`config.mk`:
```
export PLATFORM = sky130hd
export DESIGN_NAME = ea_resolver
export DESIGN_NICKNAME = d
export VERILOG_FILES = /design/src/rtl/ea_pkg.sv /design/src/rtl/ea_mode_decode.sv /design/src/rtl/ea_addr_add.sv /design/src/rtl/ea_chain_ctr.sv /design/src/rtl/ea_resolver.sv
export SDC_FILE = /design/constraint.sdc
export NUM_CORES = 1
export LEC_CHECK = 0
export BUFFER_PORTS_ARGS = -buffer_cell sky130_fd_sc_hd__buf_4
export CAP_MARGIN = 10
export CELL_PAD_IN_SITES_DETAIL_PLACEMENT = 0
export CELL_PAD_IN_SITES_GLOBAL_PLACEMENT = 1
export CORE_MARGIN = 2
export CORE_UTILIZATION = 30
export DETAILED_ROUTE_END_ITERATION = 16
export PLACE_DENSITY_LB_ADDON = 0.1
export SKIP_CTS_REPAIR_TIMING = 1
export SYNTH_ARGS = -nofsm -noshare
export SYNTH_HDL_FRONTEND = slang
export SYNTH_SLANG_ARGS = --single-unit
```
`constraint.sdc`:
```
create_clock -name clk -period 2.2 [get_ports clk]
set_clock_uncertainty 0.2 [all_clocks]
set_input_delay 0.55 -clock clk [delete_from_list [all_inputs] [get_ports clk]]
set_output_delay 0.55 -clock clk [all_outputs]
set_load 0.01 [all_outputs]
```
`src/rtl/ea_pkg.sv`:
```
package ea_pkg;

  localparam logic [2:0] MODE_IMM  = 3'd0;
  localparam logic [2:0] MODE_DIR  = 3'd1;
  localparam logic [2:0] MODE_IND  = 3'd2;
  localparam logic [2:0] MODE_REG  = 3'd3;
  localparam logic [2:0] MODE_RIND = 3'd4;
  localparam logic [2:0] MODE_DISP = 3'd5;

  typedef struct packed {
    logic illegal;
    logic immediate;
    logic reg_operand;
    logic addr_from_reg;
    logic add_disp;
    logic chain;
  } ea_plan_t;

  typedef enum logic [1:0] {
    ST_IDLE  = 2'd0,
    ST_EVAL  = 2'd1,
    ST_FETCH = 2'd2
  } ea_state_e;

endpackage

```
`src/rtl/ea_mode_decode.sv`:
```
module ea_mode_decode
  import ea_pkg::*;
(
  input  logic [2:0] mode,
  output ea_plan_t   plan
);
  always_comb begin
    plan = '0;
    unique case (mode)
      MODE_IMM:  plan.immediate = 1'b1;
      MODE_DIR:  ;
      MODE_IND:  plan.chain = 1'b1;
      MODE_REG:  plan.reg_operand = 1'b1;
      MODE_RIND: plan.addr_from_reg = 1'b1;
      MODE_DISP: begin
        plan.addr_from_reg = 1'b1;
        plan.add_disp      = 1'b1;
      end
      default:   plan.illegal = 1'b1;
    endcase
  end
endmodule

```
`src/rtl/ea_addr_add.sv`:
```
module ea_addr_add #(
  parameter int AW = 8
) (
  input  logic [AW-1:0] base,
  input  logic [AW-1:0] offset,
  output logic [AW-1:0] sum
);
  // carry out is dropped: the address space wraps
  assign sum = base + offset;
endmodule

```
`src/rtl/ea_chain_ctr.sv`:
```
module ea_chain_ctr #(
  parameter int LVL_W     = 3,
  parameter int MAX_DEPTH = 4
) (
  input  logic             clk,
  input  logic             rst,
  input  logic             load,
  input  logic             chain_en,
  input  logic [LVL_W-1:0] levels,
  input  logic             dec,
  output logic             last,
  output logic             too_deep
);
  logic [LVL_W-1:0] left_q;
  logic [LVL_W-1:0] load_val;

  always_comb begin
    if (!chain_en)            load_val = '0;
    else if (levels == '0)    load_val = LVL_W'(1);
    else                      load_val = levels;
  end

  assign too_deep = chain_en && (int'(levels) > MAX_DEPTH);
  assign last     = (left_q == '0);

  always_ff @(posedge clk) begin
    if (rst)       left_q <= '0;
    else if (load) left_q <= load_val;
    else if (dec)  left_q <= left_q - LVL_W'(1);
  end
endmodule

```
`src/rtl/ea_resolver.sv`:
```
module ea_resolver
  import ea_pkg::*;
#(
  parameter int AW        = 8,
  parameter int DW        = 16,
  parameter int NREG      = 8,
  parameter int MAX_DEPTH = 4,
  parameter int LVL_W     = 3,
  parameter int RSW       = (NREG > 1) ? $clog2(NREG) : 1
) (
  input  logic             clk,
  input  logic             rst,
  input  logic             start,
  input  logic [2:0]       mode,
  input  logic [AW-1:0]    addr_field,
  input  logic [RSW-1:0]   reg_sel,
  input  logic [LVL_W-1:0] ind_levels,
  output logic [RSW-1:0]   rf_sel,
  input  logic [DW-1:0]    rf_data,
  output logic             mem_req,
  output logic [AW-1:0]    mem_addr,
  input  logic             mem_valid,
  input  logic [DW-1:0]    mem_rdata,
  output logic             busy,
  output logic             done,
  output logic [DW-1:0]    operand,
  output logic [AW-1:0]    eff_addr,
  output logic             err_mode,
  output logic             err_depth
);

  ea_state_e        state_q;
  logic [2:0]       mode_q;
  logic [AW-1:0]    addr_q;
  logic [RSW-1:0]   sel_q;
  logic [LVL_W-1:0] lvl_q;

  logic             req_q, done_q, err_mode_q, err_depth_q;
  logic [AW-1:0]    maddr_q, ea_q;
  logic [DW-1:0]    opnd_q;

  ea_plan_t         plan;
  logic [AW-1:0]    disp_sum;
  logic [AW-1:0]    first_addr;
  logic             chain_last, chain_too_deep, chain_load, chain_dec;

  ea_mode_decode u_dec (
    .mode (mode_q),
    .plan (plan)
  );

  ea_addr_add #(.AW(AW)) u_add (
    .base   (addr_q),
    .offset (rf_data[AW-1:0]),
    .sum    (disp_sum)
  );

  assign chain_load = (state_q == ST_EVAL);
  assign chain_dec  = (state_q == ST_FETCH) && mem_valid && !chain_last;

  ea_chain_ctr #(.LVL_W(LVL_W), .MAX_DEPTH(MAX_DEPTH)) u_chain (
    .clk      (clk),
    .rst      (rst),
    .load     (chain_load),
    .chain_en (plan.chain),
    .levels   (lvl_q),
    .dec      (chain_dec),
    .last     (chain_last),
    .too_deep (chain_too_deep)
  );

  always_comb begin
    if (plan.addr_from_reg) first_addr = plan.add_disp ? disp_sum : rf_data[AW-1:0];
    else                    first_addr = addr_q;
  end

  always_ff @(posedge clk) begin
    if (rst) begin
      state_q     <= ST_IDLE;
      mode_q      <= '0;
      addr_q      <= '0;
      sel_q       <= '0;
      lvl_q       <= '0;
      req_q       <= 1'b0;
      maddr_q     <= '0;
      done_q      <= 1'b0;
      opnd_q      <= '0;
      ea_q        <= '0;
      err_mode_q  <= 1'b0;
      err_depth_q <= 1'b0;
    end else begin
      done_q <= 1'b0;
      req_q  <= 1'b0;
      unique case (state_q)
        ST_IDLE: begin
          if (start) begin
            mode_q      <= mode;
            addr_q      <= addr_field;
            sel_q       <= reg_sel;
            lvl_q       <= ind_levels;
            err_mode_q  <= 1'b0;
            err_depth_q <= 1'b0;
            state_q     <= ST_EVAL;
          end
        end
        ST_EVAL: begin
          if (plan.illegal || chain_too_deep) begin
            err_mode_q  <= plan.illegal;
            err_depth_q <= chain_too_deep;
            opnd_q      <= '0;
            ea_q        <= '0;
            done_q      <= 1'b1;
            state_q     <= ST_IDLE;
          end else if (plan.immediate) begin
            opnd_q  <= DW'(addr_q);
            ea_q    <= addr_q;
            done_q  <= 1'b1;
            state_q <= ST_IDLE;
          end else if (plan.reg_operand) begin
            opnd_q  <= rf_data;
            ea_q    <= AW'(sel_q);
            done_q  <= 1'b1;
            state_q <= ST_IDLE;
          end else begin
            maddr_q <= first_addr;
            req_q   <= 1'b1;
            state_q <= ST_FETCH;
          end
        end
        ST_FETCH: begin
          if (mem_valid) begin
            if (!chain_last) begin
              maddr_q <= mem_rdata[AW-1:0];
              req_q   <= 1'b1;
            end else begin
              opnd_q  <= mem_rdata;
              ea_q    <= maddr_q;
              done_q  <= 1'b1;
              state_q <= ST_IDLE;
            end
          end
        end
        default: state_q <= ST_IDLE;
      endcase
    end
  end

  assign rf_sel    = sel_q;
  assign mem_req   = req_q;
  assign mem_addr  = maddr_q;
  assign busy      = (state_q != ST_IDLE);
  assign done      = done_q;
  assign operand   = opnd_q;
  assign eff_addr  = ea_q;
  assign err_mode  = err_mode_q;
  assign err_depth = err_depth_q;

endmodule

```
# Word-level counts from Yosys, hierarchy flattened
# Cells that the tools add are included.
word_totals:
  ff_bits: 58
  out_inout_bits: 40
  elab_cells: 106
op_classes:
  n_addsub: 2
  order_cmp: 1
  eq_ne: 16
  n_mux: 54
  reduce_logical: 20
op_table:
  columns: ["cell", "n"]
  rows:
  - ["8-bit 2-to-1 mux", 12]
  - ["16-bit 2-to-1 mux", 5]
  - ["16-bit case mux with 2 select lines", 1]
  - ["8-bit case mux with 2 select lines", 2]
  - ["1-bit 2-to-1 mux", 19]
  - ["2-bit inequality test, second input constant", 7]
  - ["2-bit 2-to-1 mux", 6]
  - ["3-bit 2-to-1 mux", 4]
  - ["3-bit logical NOT", 3]
  - ["8-bit adder", 1]
  - ["1-bit case mux with 2 select lines", 4]
  - ["2-bit nonzero test", 4]
  - ["3-bit by 2-bit equality test with 1-bit output, second input constant", 2]
  - ["3-bit equality test, second input constant", 2]
  - ["2-bit case mux with 3 select lines", 1]
  - ["3-bit AND reduction", 2]
  - ["6-bit AND reduction", 1]
  - ["6-bit OR reduction", 1]
  - ["4-bit by 3-bit inequality test with 1-bit output, second input constant", 1]
  - ["4-bit AND reduction", 1]
  - ["3-bit by 1-bit equality test with 1-bit output, second input constant", 1]
  - ["3-bit greater-than comparator, second input constant", 1]
  - ["1-bit logical AND", 3]
  - ["3-bit by 1-bit subtractor with 3-bit output, second input constant", 1]
  - ["8 further kinds", 8]

# Depth between registers and ports, before layout
logic_depth:
  ltp_word: 8
  mapped_depth: 10

# By module
# From an unflattened synthesis, not the netlist that was laid out.
hier_totals:
  hier_cells: 396
  hier_area_um2: 3309.4
modules_own_cells:
  columns: ["mod", "instances", "cells_per_inst", "area_per_inst_um2", "seq_area_each_um2"]
  rows:
  - ["ea_resolver", 1, 324, 2725.1, 1101.1]
  - ["ea_addr_add", 1, 42, 331.6, 0.0]
  - ["ea_chain_ctr", 1, 24, 203.9, 60.1]
  - ["ea_mode_decode", 1, 6, 48.8, 0.0]

# Worst setup path before layout
# Ideal clock, no wire load.
synth_timing:
  kind: "input-to-reg"
  from: "input rf_data[4]"
  to: "register maddr_q[5] (netlist: mem_addr[5])"
  setup_ns: 0.136
  arrival_time_ns: 1.839
  setup_slack_ns: 0.026
  stages: 6
  cell_sequence: "ha_1 a21o_1 a31o_2 or3_1 a21oi_1 o32ai_1"
synth_between:
  elab_chain_cells: 7
synth_rtl:
  columns: ["element", "line_no", "rtl"]
  rows:
  - ["start, declared", "ea_resolver.sv:19", "input logic [DW-1:0] rf_data,"]
  - ["8-bit adder", "ea_addr_add.sv:9", "assign sum = base + offset;"]
  - ["8-bit 2-to-1 mux (2 in a row)", "ea_resolver.sv:73", "if (plan.addr_from_reg) first_addr = plan.add_disp ? disp_sum : rf_data[AW-1:0];"]
  - ["8-bit 2-to-1 mux", "ea_resolver.sv:119", "end else if (plan.reg_operand) begin"]
  - ["8-bit 2-to-1 mux", "ea_resolver.sv:114", "end else if (plan.immediate) begin"]
  - ["8-bit 2-to-1 mux", "ea_resolver.sv:107", "if (plan.illegal || chain_too_deep) begin"]
  - ["8-bit case mux with 2 select lines", "ea_resolver.sv:94", "unique case (state_q)"]
  - ["end signal, assigned", "ea_resolver.sv:125", "maddr_q <= first_addr;"]
  - ["end signal, assigned", "ea_resolver.sv:133", "maddr_q <= mem_rdata[AW-1:0];"]
  - ["end, declared", "ea_resolver.sv:39", "logic [AW-1:0] maddr_q, ea_q;"]
# Every way passes these cells. The select of a mux whose other input is x is not followed.
# A chain may end at the register's enable or synchronous reset.

# Worst setup path after layout
layout_timing:
  from: "register state_q[1]"
  to: "register ea_q[2] (netlist: eff_addr[2])"
layout_between:
  elab_chain_cells: 3
  word_cells_on_any_way: 8
  classes_between: "5 x eq/ne; 1 x mux; 2 x reduce/logical"
layout_rtl:
  columns: ["element", "line_no", "rtl"]
  rows:
  - ["start, declared", "ea_resolver.sv:32", "ea_state_e state_q;"]
  - ["start signal, assigned", "ea_resolver.sv:79", "state_q <= ST_IDLE;"]
  - ["start signal, assigned", "ea_resolver.sv:103", "state_q <= ST_EVAL;"]
  - ["start signal, assigned", "ea_resolver.sv:113", "state_q <= ST_IDLE;"]
  - ["2-bit by 1-bit equality test with 1-bit output or 2-bit equality test (tied branches)", "ea_resolver.sv:94", null]
  - ["4-bit by 3-bit inequality test with 1-bit output (no source line), or another cell as far along", null, null]
  - ["4-bit AND reduction (no source line)", null, null]
  - ["end signal, assigned", "ea_resolver.sv:116", "ea_q <= addr_q;"]
  - ["end signal, assigned", "ea_resolver.sv:121", "ea_q <= AW'(sel_q);"]
  - ["end signal, assigned", "ea_resolver.sv:137", "ea_q <= maddr_q;"]
  - ["end, declared", "ea_resolver.sv:39", null]
# Parallel ways exist; a longest one is shown, timed or not.

==> run_results.csv <==
group,metric,value,unit
logic_synthesis,yosys.area.top_type,"dfxtp_1",
sta,period_share,95.0,%
global_routing,antenna_found_initial,0,
sta,maxSlewHeadroom,58.1,%
clocking,cts-htree-levels,3,
run_status,outcome,"completed",
detailed_routing,via_count,3244,
floorplan,fp.dieH,111,um
clocking,tritoncts,"done",
logic_synthesis,ys_warn_count,0,
detailed_routing,drt-initial-drc-count,148,
clocking,clockBufferDepth,2,
placed_design,gp_congestion,0.774,
clocking,clk_pin_slew,50,ps
logic_synthesis,synth_simple_gate_area_share,24.3,%
logic_synthesis,post_synth.cell_area_avg,8.40,sq um
setup_path,critPathBufInv,2,
setup_path,worstPathMaxFanout,12,
sta,holdWs,254,ps
placed_design,place_hpwl,7730,um
finish,drive_above_1_share,36.3,%
floorplan,fp.coreArea,0.0113,sq mm
logic_synthesis,synthTopCellsByArea,"dfxtp_1 34%, nand2_1 7.0%, nor2_1 5.3%",
floorplan,initial_utilization,30.5,%
floorplan,die_w,111,um
floorplan,io_pins,93,
logic_synthesis,synth_top_cell_area_share,33.6,%
placed_design,io_buffers,92,
power,ir_drop,0.465,mV
setup_path,worstSetupPathType,"reg -> reg",
logic_synthesis,synth_commonest_cells,"64 x nand2_1, 58 x dfxtp_1, 49 x nor2_1",
setup_path,critPathSlowestCell,"dfxtp_1",
global_routing,grt_use_total,16.7,%
logic_synthesis,synth.area.mux_share,3.95,%
detailed_routing,post_drt_wl_per_cell,15.5,um
floorplan,num_rows,39,
clocking,numCtsBuffers,9,
logic_synthesis,ys_types,65,
finish,postLayoutCoreUtil,41.8,%
logic_synthesis,ys_seq_elements,58,
sta,hold_viol,0,
clocking,cts-root-buf,"clkbuf_16",
sta,slew_violations,0,
logic_synthesis,syn_nets,478,
finish,antenna_cells,0,
clocking,clkSinkCount,58,
finish,area.growth.synth_to_final,37.1,%
sta,worst_pin_slew,629,ps
finish,fillers,1166,
logic_synthesis,yosysSeqAreaShare,33.6,%
detailed_routing,dr.pass1.iters,4,
job,maxCapViolations,0,
power,leakagePower,2.02,nW
setup_path,start_kind,"flip-flop",
detailed_routing,drtAntennaViolNets,0,
setup_path,cp_top_family,"simple AND/OR/NAND/NOR gates",
logic_synthesis,synth_top_family_by_area,"compound AO/OA/AOI/OAI gates",
detailed_routing,drt_wl_total,10200,um
min_path,hp-class,"reg -> reg",
setup_path,crit_path_end_kind,"flip-flop",
logic_synthesis,synth-edff-count,0,
clocking,clk_latency,320,ps
setup_path,cp_cell_sequence,"inv_1, ha_2, nor4bb_4, o2bb2ai_4, or2_4, buf_12, a221oi_2, nor3_2",
setup_path,critPathArrivalTime,2090,ps
logic_synthesis,synth_fa_ha_area_share,5.29,%
power,p_per_area,825,mW/mm^2
global_routing,grt_pass1_wl,16600,um
logic_synthesis,synth_flop_cell,"dfxtp_1",
global_routing,grt-ovfl-total,0,
logic_synthesis,synth_area,0.00345,sq mm
global_routing,grt_start_max_net_pins,25,
sta,rsz0062_at_grt,"no",
sta,fmax,0.478,GHz
sta,setup_viol,0,
finish,num-nets-final,582,
logic_synthesis,synth_xor_area_share,1.02,%
setup_path,required,2200,ps
logic_synthesis,async_reset_ff_share,0,%
floorplan,fp.dieArea,0.0124,sq mm
sta,min_period,2090,ps
detailed_routing,drt-vias-per-instance,4.89,
logic_synthesis,synth_cells,411,
setup_path,slowest_delay,350,ps
detailed_routing,drc_errors,0,
sta,finalSetupTns,0,ps
global_routing,grt_pass1_vias,3138,
logic_synthesis,synth_most_common_cell,"nand2_1",
logic_synthesis,synth_compound_area_share,25.1,%
-- report_power, final --
part / leakage (nW) / switching (W) / internal (W) / total [W]
clock network: 0.139 / 0.000491 / 0.000821 / 0.00131
registers: 0.476 / 0.000106 / 0.00119 / 0.00130
logic: 1.41 / 0.000679 / 0.000614 / 0.00129
total: 2.02 / 0.00128 / 0.00263 / 0.00390
-- routing by layer --
metal	track usage (%)	up-vias	share of wire, %
li1	-	1678	-
met1	24.6	1469	51
met2	24.3	89	42
met3	4.05	8	5.8
met4	3.95	0	0.90
met5	0	-	0
-- state kept, by name, summed over array words and instances (netlist names), 2 cells and up --
signal / count
addr_q: 8
u_chain.left_q: 3
eff_addr: 8
lvl_q: 3
state_q: 2
operand: 16
mode_q: 3
rf_sel: 3
mem_addr: 8
-- metrics by stage --
step / std cells / total power [W] / cell area (sq um) / worst slack (ps)
after global placement: 645 / 0.00257 / 4380 / -116
after CTS: 661 / 0.00392 / 4670 / 17.2
final: 663 / 0.00390 / 4730 / 110
after floorplan: 411 / 0.00211 / 3450 / 25.6
after detailed placement: 645 / 0.00258 / 4380 / -155
after global routing: 663 / 0.00415 / 4730 / 7.78
-- worst reg2reg max path, delay by kind of cell, from the launching register on --
family | cells | cell delay, ps
adder cells (fa/ha/maj) | 1 | 210
flip-flops | 1 | 350
AO/OA/AOI/OAI | 2 | 440
buffers and inverters | 2 | 230
AND/OR/NAND/NOR | 3 | 520
-- cell families after synthesis --
group / Yosys count
buffers and inverters: 44
AND/OR/NAND/NOR: 167
adder cells (fa/ha/maj): 14
AO/OA/AOI/OAI: 111
flip-flops: 58
multiplexers: 13
XOR/XNOR: 4
-- cell type report --
cell class | count | area (sq um) | share of cell area, %
clock buffer | 12 | 256 | 5.42
clock inverter | 4 | 26.3 | 0.555
inverter | 15 | 56.3 | 1.19
multi-input combinational | 309 | 2090 | 44.2
sequential | 58 | 1160 | 24.6
tap | 143 | 179 | 3.78
timing repair buffer | 122 | 958 | 20.3
-- layout by cell type (no fill, tap or decap), drive strengths merged, types with 2 or more instances in the layout --
cell type,instances
o21ai,14
a211oi,12
xnor2,4
clkbuf,13
nand3,2
o2bb2ai,2
o311ai,2
nand2b,3
inv,14
a221oi,15
nor2,50
o41ai,2
nand2,65
a2111oi,2
nor3,27
clkinv,4
nand3b,3
a21o,2
or3,4
dfxtp,58
a21oi,38
and3,2
mux2i,8
nor2b,3
mux2,5
a21boi,3
o21a,2
o211a,2
buf,121
ha,13
o221ai,7
-- final timing paths --
| kind | from | end | slack, ps | cells past startpoint |
|---|---|---|---|---|
| setup / recovery | state_q[1]$_SDFFE_PP0P_ | eff_addr[2]$_SDFFE_PP0P_ | 110 | 8 |
| hold / removal | operand[7]$_SDFFE_PP0P_ | operand[7]$_SDFFE_PP0P_ | 250 | 2 |
| setup reg to reg | state_q[1]$_SDFFE_PP0P_ | eff_addr[2]$_SDFFE_PP0P_ | 110 | 8 |
| hold reg to reg | operand[7]$_SDFFE_PP0P_ | operand[7]$_SDFFE_PP0P_ | 250 | 2 |
Note: power is estimated with default switching activity, not from simulation.
